### src/rtl/mcdp_pkg.sv
package mcdp_pkg;

    localparam int DW      = 32;
    localparam int NREGS   = 32;
    localparam int IMM_W   = 16;
    localparam int SEL_W   = 3;

    typedef enum logic [SEL_W-1:0] {
        XS_PC   = 3'd0,
        XS_RF   = 3'd1,
        XS_AD   = 3'd2,
        XS_DT   = 3'd3,
        XS_ZERO = 3'd4
    } xsrc_e;

    typedef enum logic [SEL_W-1:0] {
        YS_ZERO  = 3'd0,
        YS_FOUR  = 3'd1,
        YS_AD    = 3'd2,
        YS_SIMM  = 3'd3,
        YS_SIMM4 = 3'd4,
        YS_ZIMM  = 3'd5
    } ysrc_e;

    typedef enum logic [SEL_W-1:0] {
        OP_ADD = 3'd2,
        OP_SUB = 3'd6,
        OP_OR  = 3'd7
    } aluop_e;

    typedef enum logic [1:0] {
        MC_IDLE  = 2'd0,
        MC_READ  = 2'd1,
        MC_WRITE = 2'd2
    } memcmd_e;

    // instruction word as seen by the datapath
    typedef struct packed {
        logic [5:0]       opc;
        logic [4:0]       rs;
        logic [4:0]       rt;
        logic [IMM_W-1:0] imm;
    } instr_t;

    function automatic logic [4:0] rd_field(input instr_t i);
        return i.imm[15:11];
    endfunction

    function automatic logic [DW-1:0] sext_imm(input logic [IMM_W-1:0] v);
        return {{(DW-IMM_W){v[IMM_W-1]}}, v};
    endfunction

    function automatic logic [DW-1:0] zext_imm(input logic [IMM_W-1:0] v);
        return {{(DW-IMM_W){1'b0}}, v};
    endfunction

endpackage

### src/rtl/mcdp_regfile.sv
module mcdp_regfile #(
    parameter int W  = mcdp_pkg::DW,
    parameter int N  = mcdp_pkg::NREGS,
    localparam int AW = $clog2(N)
) (
    input  logic          clk,
    input  logic          rst,
    input  logic          we,
    input  logic [AW-1:0] waddr,
    input  logic [W-1:0]  wdata,
    input  logic [AW-1:0] raddr,
    output logic [W-1:0]  rdata
);

    logic [W-1:0] regs [N];

    for (genvar g = 0; g < N; g++) begin : g_reg
        if (g == 0) begin : g_hard_zero
            assign regs[g] = '0;
        end else begin : g_store
            always_ff @(posedge clk) begin
                if (we && waddr == AW'(g))
                    regs[g] <= wdata;
            end
        end
    end

    assign rdata = regs[raddr];

    // entry 0 reads as zero whatever was written to it
    p_r0_reads_zero_r10: assert property (@(posedge clk) disable iff (rst)
        (raddr == '0) |-> (rdata == '0));

endmodule

### src/rtl/mcdp_operands.sv
module mcdp_operands
    import mcdp_pkg::*;
#(
    parameter int W = DW
) (
    input  logic [SEL_W-1:0] x_sel,
    input  logic [SEL_W-1:0] y_sel,
    input  logic [W-1:0]     pc,
    input  logic [W-1:0]     rf,
    input  logic [W-1:0]     ad,
    input  logic [W-1:0]     dt,
    input  logic [IMM_W-1:0] imm,
    output logic [W-1:0]     xop,
    output logic [W-1:0]     yop
);

    logic [W-1:0] simm;
    assign simm = sext_imm(imm);

    always_comb begin
        case (x_sel)
            XS_PC:   xop = pc;
            XS_RF:   xop = rf;
            XS_AD:   xop = ad;
            XS_DT:   xop = dt;
            default: xop = '0;
        endcase
    end

    always_comb begin
        case (y_sel)
            YS_FOUR:  yop = W'(4);
            YS_AD:    yop = ad;
            YS_SIMM:  yop = simm;
            YS_SIMM4: yop = simm << 2;
            YS_ZIMM:  yop = zext_imm(imm);
            default:  yop = '0;
        endcase
    end

endmodule

### src/rtl/mcdp_alu.sv
module mcdp_alu
    import mcdp_pkg::*;
#(
    parameter int W = DW
) (
    input  logic [SEL_W-1:0] op,
    input  logic [W-1:0]     a,
    input  logic [W-1:0]     b,
    output logic [W-1:0]     res,
    output logic             zero
);

    always_comb begin
        case (op)
            OP_ADD:  res = a + b;
            OP_SUB:  res = a - b;
            OP_OR:   res = a | b;
            default: res = '0;
        endcase
    end

    assign zero = ~|res;

endmodule

### src/rtl/mc_datapath.sv
module mc_datapath
    import mcdp_pkg::*;
#(
    parameter int W = DW,
    parameter int N = NREGS,
    localparam int AW = $clog2(N)
) (
    input  logic        clk,
    input  logic        rst,
    input  logic        pc_we,
    input  logic        ad_we,
    input  logic        dt_we,
    input  logic        ir_we,
    input  logic        rf_we,
    input  logic        rf_rsel,
    input  logic        rf_wsel,
    input  logic [2:0]  x_sel,
    input  logic [2:0]  y_sel,
    input  logic [2:0]  alu_op,
    input  logic        addr_sel,
    input  logic [1:0]  mem_cmd,
    input  logic [31:0] mem_rdata,
    output logic [31:0] mem_addr,
    output logic [31:0] mem_wdata,
    output logic        mem_rd,
    output logic        mem_wr,
    output logic [5:0]  opcode,
    output logic        zero
);

    logic [W-1:0] pc, ad, dt;
    instr_t       ir;
    logic [W-1:0] rf_rdata, xop, yop, alu_res;
    logic [AW-1:0] rf_raddr, rf_waddr;

    // architectural registers
    always_ff @(posedge clk) begin
        if (rst) begin
            pc <= '0;
            ad <= '0;
            dt <= '0;
            ir <= '0;
        end else begin
            if (pc_we) pc <= alu_res;
            if (ad_we) ad <= alu_res;
            if (dt_we) dt <= mem_rdata;
            if (ir_we) ir <= instr_t'(mem_rdata);
        end
    end

    assign rf_raddr = rf_rsel ? AW'(ir.rt) : AW'(ir.rs);
    assign rf_waddr = rf_wsel ? AW'(rd_field(ir)) : AW'(ir.rt);

    mcdp_regfile #(.W(W), .N(N)) u_rf (
        .clk   (clk),
        .rst   (rst),
        .we    (rf_we),
        .waddr (rf_waddr),
        .wdata (alu_res),
        .raddr (rf_raddr),
        .rdata (rf_rdata)
    );

    mcdp_operands #(.W(W)) u_opnd (
        .x_sel (x_sel),
        .y_sel (y_sel),
        .pc    (pc),
        .rf    (rf_rdata),
        .ad    (ad),
        .dt    (dt),
        .imm   (ir.imm),
        .xop   (xop),
        .yop   (yop)
    );

    mcdp_alu #(.W(W)) u_alu (
        .op   (alu_op),
        .a    (xop),
        .b    (yop),
        .res  (alu_res),
        .zero (zero)
    );

    assign mem_addr  = addr_sel ? pc : ad;
    assign mem_wdata = alu_res;
    assign mem_rd    = (mem_cmd == MC_READ);
    assign mem_wr    = (mem_cmd == MC_WRITE);
    assign opcode    = ir.opc;

    // the PC holds its value unless it is enabled
    p_pc_hold_r7: assert property (@(posedge clk) disable iff (rst)
        !pc_we |=> $stable(pc));

    // an enabled PC takes the ALU result
    p_pc_load_r7: assert property (@(posedge clk) disable iff (rst)
        pc_we |=> (pc == $past(alu_res)));

    // an enabled address register takes the ALU result
    p_ad_load_r7: assert property (@(posedge clk) disable iff (rst)
        ad_we |=> (ad == $past(alu_res)));

    // the data register captures the read data
    p_dt_load_r8: assert property (@(posedge clk) disable iff (rst)
        dt_we |=> (dt == $past(mem_rdata)));

    // the instruction register captures the read data
    p_ir_load_r8: assert property (@(posedge clk) disable iff (rst)
        ir_we |=> (W'(ir) == $past(mem_rdata)));

    // the read and write strobes are never high together
    p_strobe_excl_r6: assert property (@(posedge clk) disable iff (rst)
        !(mem_rd && mem_wr));

    // subtracting equal operands raises the zero flag
    p_sub_equal_zero_r4: assert property (@(posedge clk) disable iff (rst)
        (alu_op == OP_SUB && xop == yop) |-> zero);

    // one reset cycle clears the state registers
    p_reset_clear_r11: assert property (@(posedge clk)
        rst |=> (pc == '0 && ad == '0 && dt == '0 && ir == '0));

endmodule

### config.mk
export PLATFORM = sky130hd
export DESIGN_NAME = mc_datapath
export DESIGN_NICKNAME = d
export VERILOG_FILES = /design/src/rtl/mcdp_pkg.sv /design/src/rtl/mcdp_regfile.sv /design/src/rtl/mcdp_operands.sv /design/src/rtl/mcdp_alu.sv /design/src/rtl/mc_datapath.sv
export SDC_FILE = /design/constraint.sdc
export NUM_CORES = 2
export LEC_CHECK = 0
export CORE_ASPECT_RATIO = 0.75
export CORE_UTILIZATION = 50
export DETAILED_ROUTE_END_ITERATION = 8
export PLACE_DENSITY = 0.67
export SETUP_SLACK_MARGIN = 0.05
export SLEW_MARGIN = 20
export SYNTH_ARGS = -nofsm -noshare
export SYNTH_HDL_FRONTEND = slang
export SYNTH_HIERARCHICAL = 1
export SYNTH_SLANG_ARGS = --single-unit
export TNS_END_PERCENT = 100
### constraint.sdc
create_clock -name clk -period 10.03 [get_ports clk]
set_input_delay 1.003 -clock clk [delete_from_list [all_inputs] [get_ports clk]]
set_output_delay 1.003 -clock clk [all_outputs]
set_load 0.01 [all_outputs]
==> impl_metrics.json <==
{
  "cts_buffers": 104,
  "tightest_slew_ps": 1090,
  "ctsRootBufferMaster": "clkbuf_16",
  "h-tree-depth": 3,
  "core-area_sq_um": 94200,
  "row_count": 97,
  "start_util": 0.509,
  "grt_pass1_vias": 27600,
  "layoutNonFillerInstCount": 4357,
  "synth.top_cell.area_share": 0.621,
  "maxCapViolCount": 0,
  "cts_resized": 0,
  "cp_max_fo": 36,
  "drv_slew": 0,
  "finalHoldViolations": 0,
  "path_class": "input pin to output port",
  "via_per_inst": 6.37,
  "ios": 126,
  "critPathLaunchType": "input pin",
  "postCtsSetupBuffers": 0,
  "routedWlPerCell_um": 30.7,
  "synthTopCellsByArea": "edfxtp_1 (62%), mux4_2 (9.0%), mux2i_1 (6.6%)",
  "vias": 27800,
  "ctsHoldBuffers": 0,
  "post-route-util": 0.579,
  "ys_async_sr_fraction": 0,
  "fmax_ghz": 0.106,
  "drive_gt1_frac": 0.206,
  "overflow": 0,
  "gp_congestion": 0.964,
  "synth_flop_cell": "edfxtp_1",
  "synth_cells": 2859,
  "run_status": "completed",
  "yosysTopAreaCell": "edfxtp_1",
  "die_w_um": 360,
  "ys_types": 75,
  "cts_buffer_depth": 3,
  "rsz0062_at_grt": "no",
  "period_share": 0.940,
  "dr.pass1.iters": 5,
  "synth_area_sq_um": 48000,
  "placedCellCount": 4162,
  "total_power_mw": 10.5,
  "avgSynthCellArea_sq_um": 16.8,
  "synth-edff-count": 992,
  "ys_warn_count": 6,
  "synth.most_common_cell": "edfxtp_1",
  "powerDensity_nw_per_um2": 193,
  "hold_end": "opcode[4]",
  "areaGrowthSynthToFinish_pct": 13.8,
  "leakage_nw": 18.5,
  "syn_nets": 2946,
  "clk_pin_slew_worst_paths_ps": 60,
  "grt_use_total": 0.274,
  "whs_ps": 496,
  "cts_tree": "yes",
  "clk-insertion-delay-late_ps": 720,
  "seq_area_frac_synth": 0.675,
  "grt_max_degree": 99,
  "drc": 0,
  "synth_common_cells": "edfxtp_1 (992), mux2i_1 (315), nor2_1 (204)",
  "rrSetupSlack_ps": 3100,
  "fp.dieArea_sq_um": 97200,
  "cp.required_ps": 9030,
  "drtIter0Drc": 2962,
  "finalWirelength_mm": 134,
  "vdd_drop_max_mv": 0.163,
  "place_hpwl_mm": 84.1,
  "die_h_um": 270,
  "ant_nets": 0,
  "cts.sinks": 1120,
  "fin_skew_ps": 42.4,
  "port_buffers": 125,
  "reg2reg_depth": 23,
  "worstHoldStart": "opcode[4]",
  "nNetsFinal": 3119,
  "worstPathArrival_ps": 8430,
  "r2r-end": "pc[27]",
  "post-route-min-period_ps": 9430,
  "r2r-start": "ir[21]",
  "max-slew-margin-rel": 0.265,
  "antenna_found_initial": 3,
  "setup_viol": 0,
  "holdCritPathClass": "flop to flop",
  "ys_ff_latch": 1120,
  "grt_pass1_wl_mm": 193,
  "fin_setup_tns_ps": 0,
  "setup.worst_path.end_class": "output port",
  "min_path_cells": 2
}
layer usage:
layer / part of all wire / vias to the layer above / track usage
met3: 0.088 / 212 / 0.0637
li1: - / 11800 / -
met2: 0.44 / 1280 / 0.407
met5: 0 / - / 0
met1: 0.44 / 14500 / 0.401
met4: 0.032 / 0 / 0.0897
per-stage QoR:
| stage | cell area [sq um] | setup WS, ps |
|---|---|---|
| 5_1_grt | 54600 | 254 |
| 3_5_place_dp | 51100 | 647 |
| 3_3_place_gp | 51100 | 723 |
| 2_1_floorplan | 48000 | 1960 |
| 6_report | 54600 | 597 |
| 4_1_cts | 54500 | 621 |
power breakdown:
| part | internal [mW] | leakage, nW | switching, mW |
|---|---|---|---|
| logic | 0.492 | 6.65 | 0.847 |
| registers | 5.24 | 10.2 | 0.0361 |
| clock network | 2.19 | 1.67 | 1.74 |
critical path, stage by stage:
cell             delay, ps
clkdlybuf4s50_1        680
mux2_8                 570
buf_12                 280
buf_4                  240
mux4_2                 360
mux2i_1                110
and2_1                 240
o31ai_1                760
mux2i_1                180
o22ai_1                290
ha_1                   380
a21oi_1                320
nor3_1                 100
a2111oi_0              400
buf_4                  210
nor2_1                  50
a211oi_1               340
or2_2                  190
o311ai_0               120
a21oi_1                230
xnor2_1                120
o21ai_2                160
buf_4                  400
clkdlybuf4s50_1        620
worst max-delay path by stage:
stage | from | to | slack (ps)
after floorplan | y_sel[0] | zero | 1960
after global routing | rf_rsel | mem_wdata[31] | 250
final | rf_rsel | mem_wdata[31] | 600
after CTS | rf_rsel | mem_wdata[31] | 620
after global placement | rf_rsel | mem_wdata[31] | 720
after detailed placement | rf_rsel | mem_wdata[31] | 650
sequential cells by signal, indices dropped and copies added, names as in the netlist:
| name | cells |
|---|---|
| ad | 32 |
| dt | 32 |
| pc | 32 |
| u_rf/regs | 992 |
| opcode | 6 |
| ir | 26 |
cells in the final DEF (no fill, tap or decap), types with 9 or more instances in the layout:
| cell | n |
|---|---|
| o21ai_0 | 49 |
| a21oi_1 | 48 |
| nand3_1 | 19 |
| xor2_1 | 27 |
| clkdlybuf4s50_1 | 117 |
| xnor2_1 | 24 |
| nor2_4 | 33 |
| and2_1 | 36 |
| clkbuf_16 | 104 |
| a21o_1 | 24 |
| mux2_2 | 41 |
| mux2_4 | 31 |
| bufinv_16 | 9 |
| clkinv_1 | 17 |
| mux2i_1 | 315 |
| nor3_1 | 13 |
| o31ai_1 | 37 |
| dfxtp_1 | 128 |
| a211oi_1 | 35 |
| ha_1 | 33 |
| clkinv_2 | 25 |
| mux4_2 | 192 |
| o22ai_1 | 76 |
| nand2_1 | 44 |
| nor2b_1 | 12 |
| inv_1 | 16 |
| buf_4 | 125 |
| clkbuf_1 | 21 |
| o21ai_1 | 33 |
| nand4_1 | 9 |
| a22o_1 | 96 |
| edfxtp_1 | 992 |
| nor2_1 | 172 |
| o21ai_2 | 16 |
kinds of logic after synthesis:
| family | count (synthesis) | synth area share |
|---|---|---|
| xor+xnor | 51 | 0.00931 |
| compound gates | 477 | 0.0683 |
| buf+inv | 204 | 0.0243 |
| flops | 1120 | 0.675 |
| mux | 581 | 0.176 |
| simple gates | 391 | 0.0386 |
| fa+ha+maj | 35 | 0.00924 |
final cells by class:
| cell class | count | area (sq um) |
|---|---|---|
| clock inverters | 64 | 661 |
| flip-flops and latches | 1120 | 32400 |
| diodes | 1 | 2.50 |
| clock buffers | 129 | 2740 |
| repair buffers | 255 | 2290 |
| well taps | 1237 | 1550 |
| fillers | 7024 | 39600 |
| inverters | 16 | 60.1 |
| multi-input cells | 1535 | 14900 |
(Power assumes the default switching activity.)
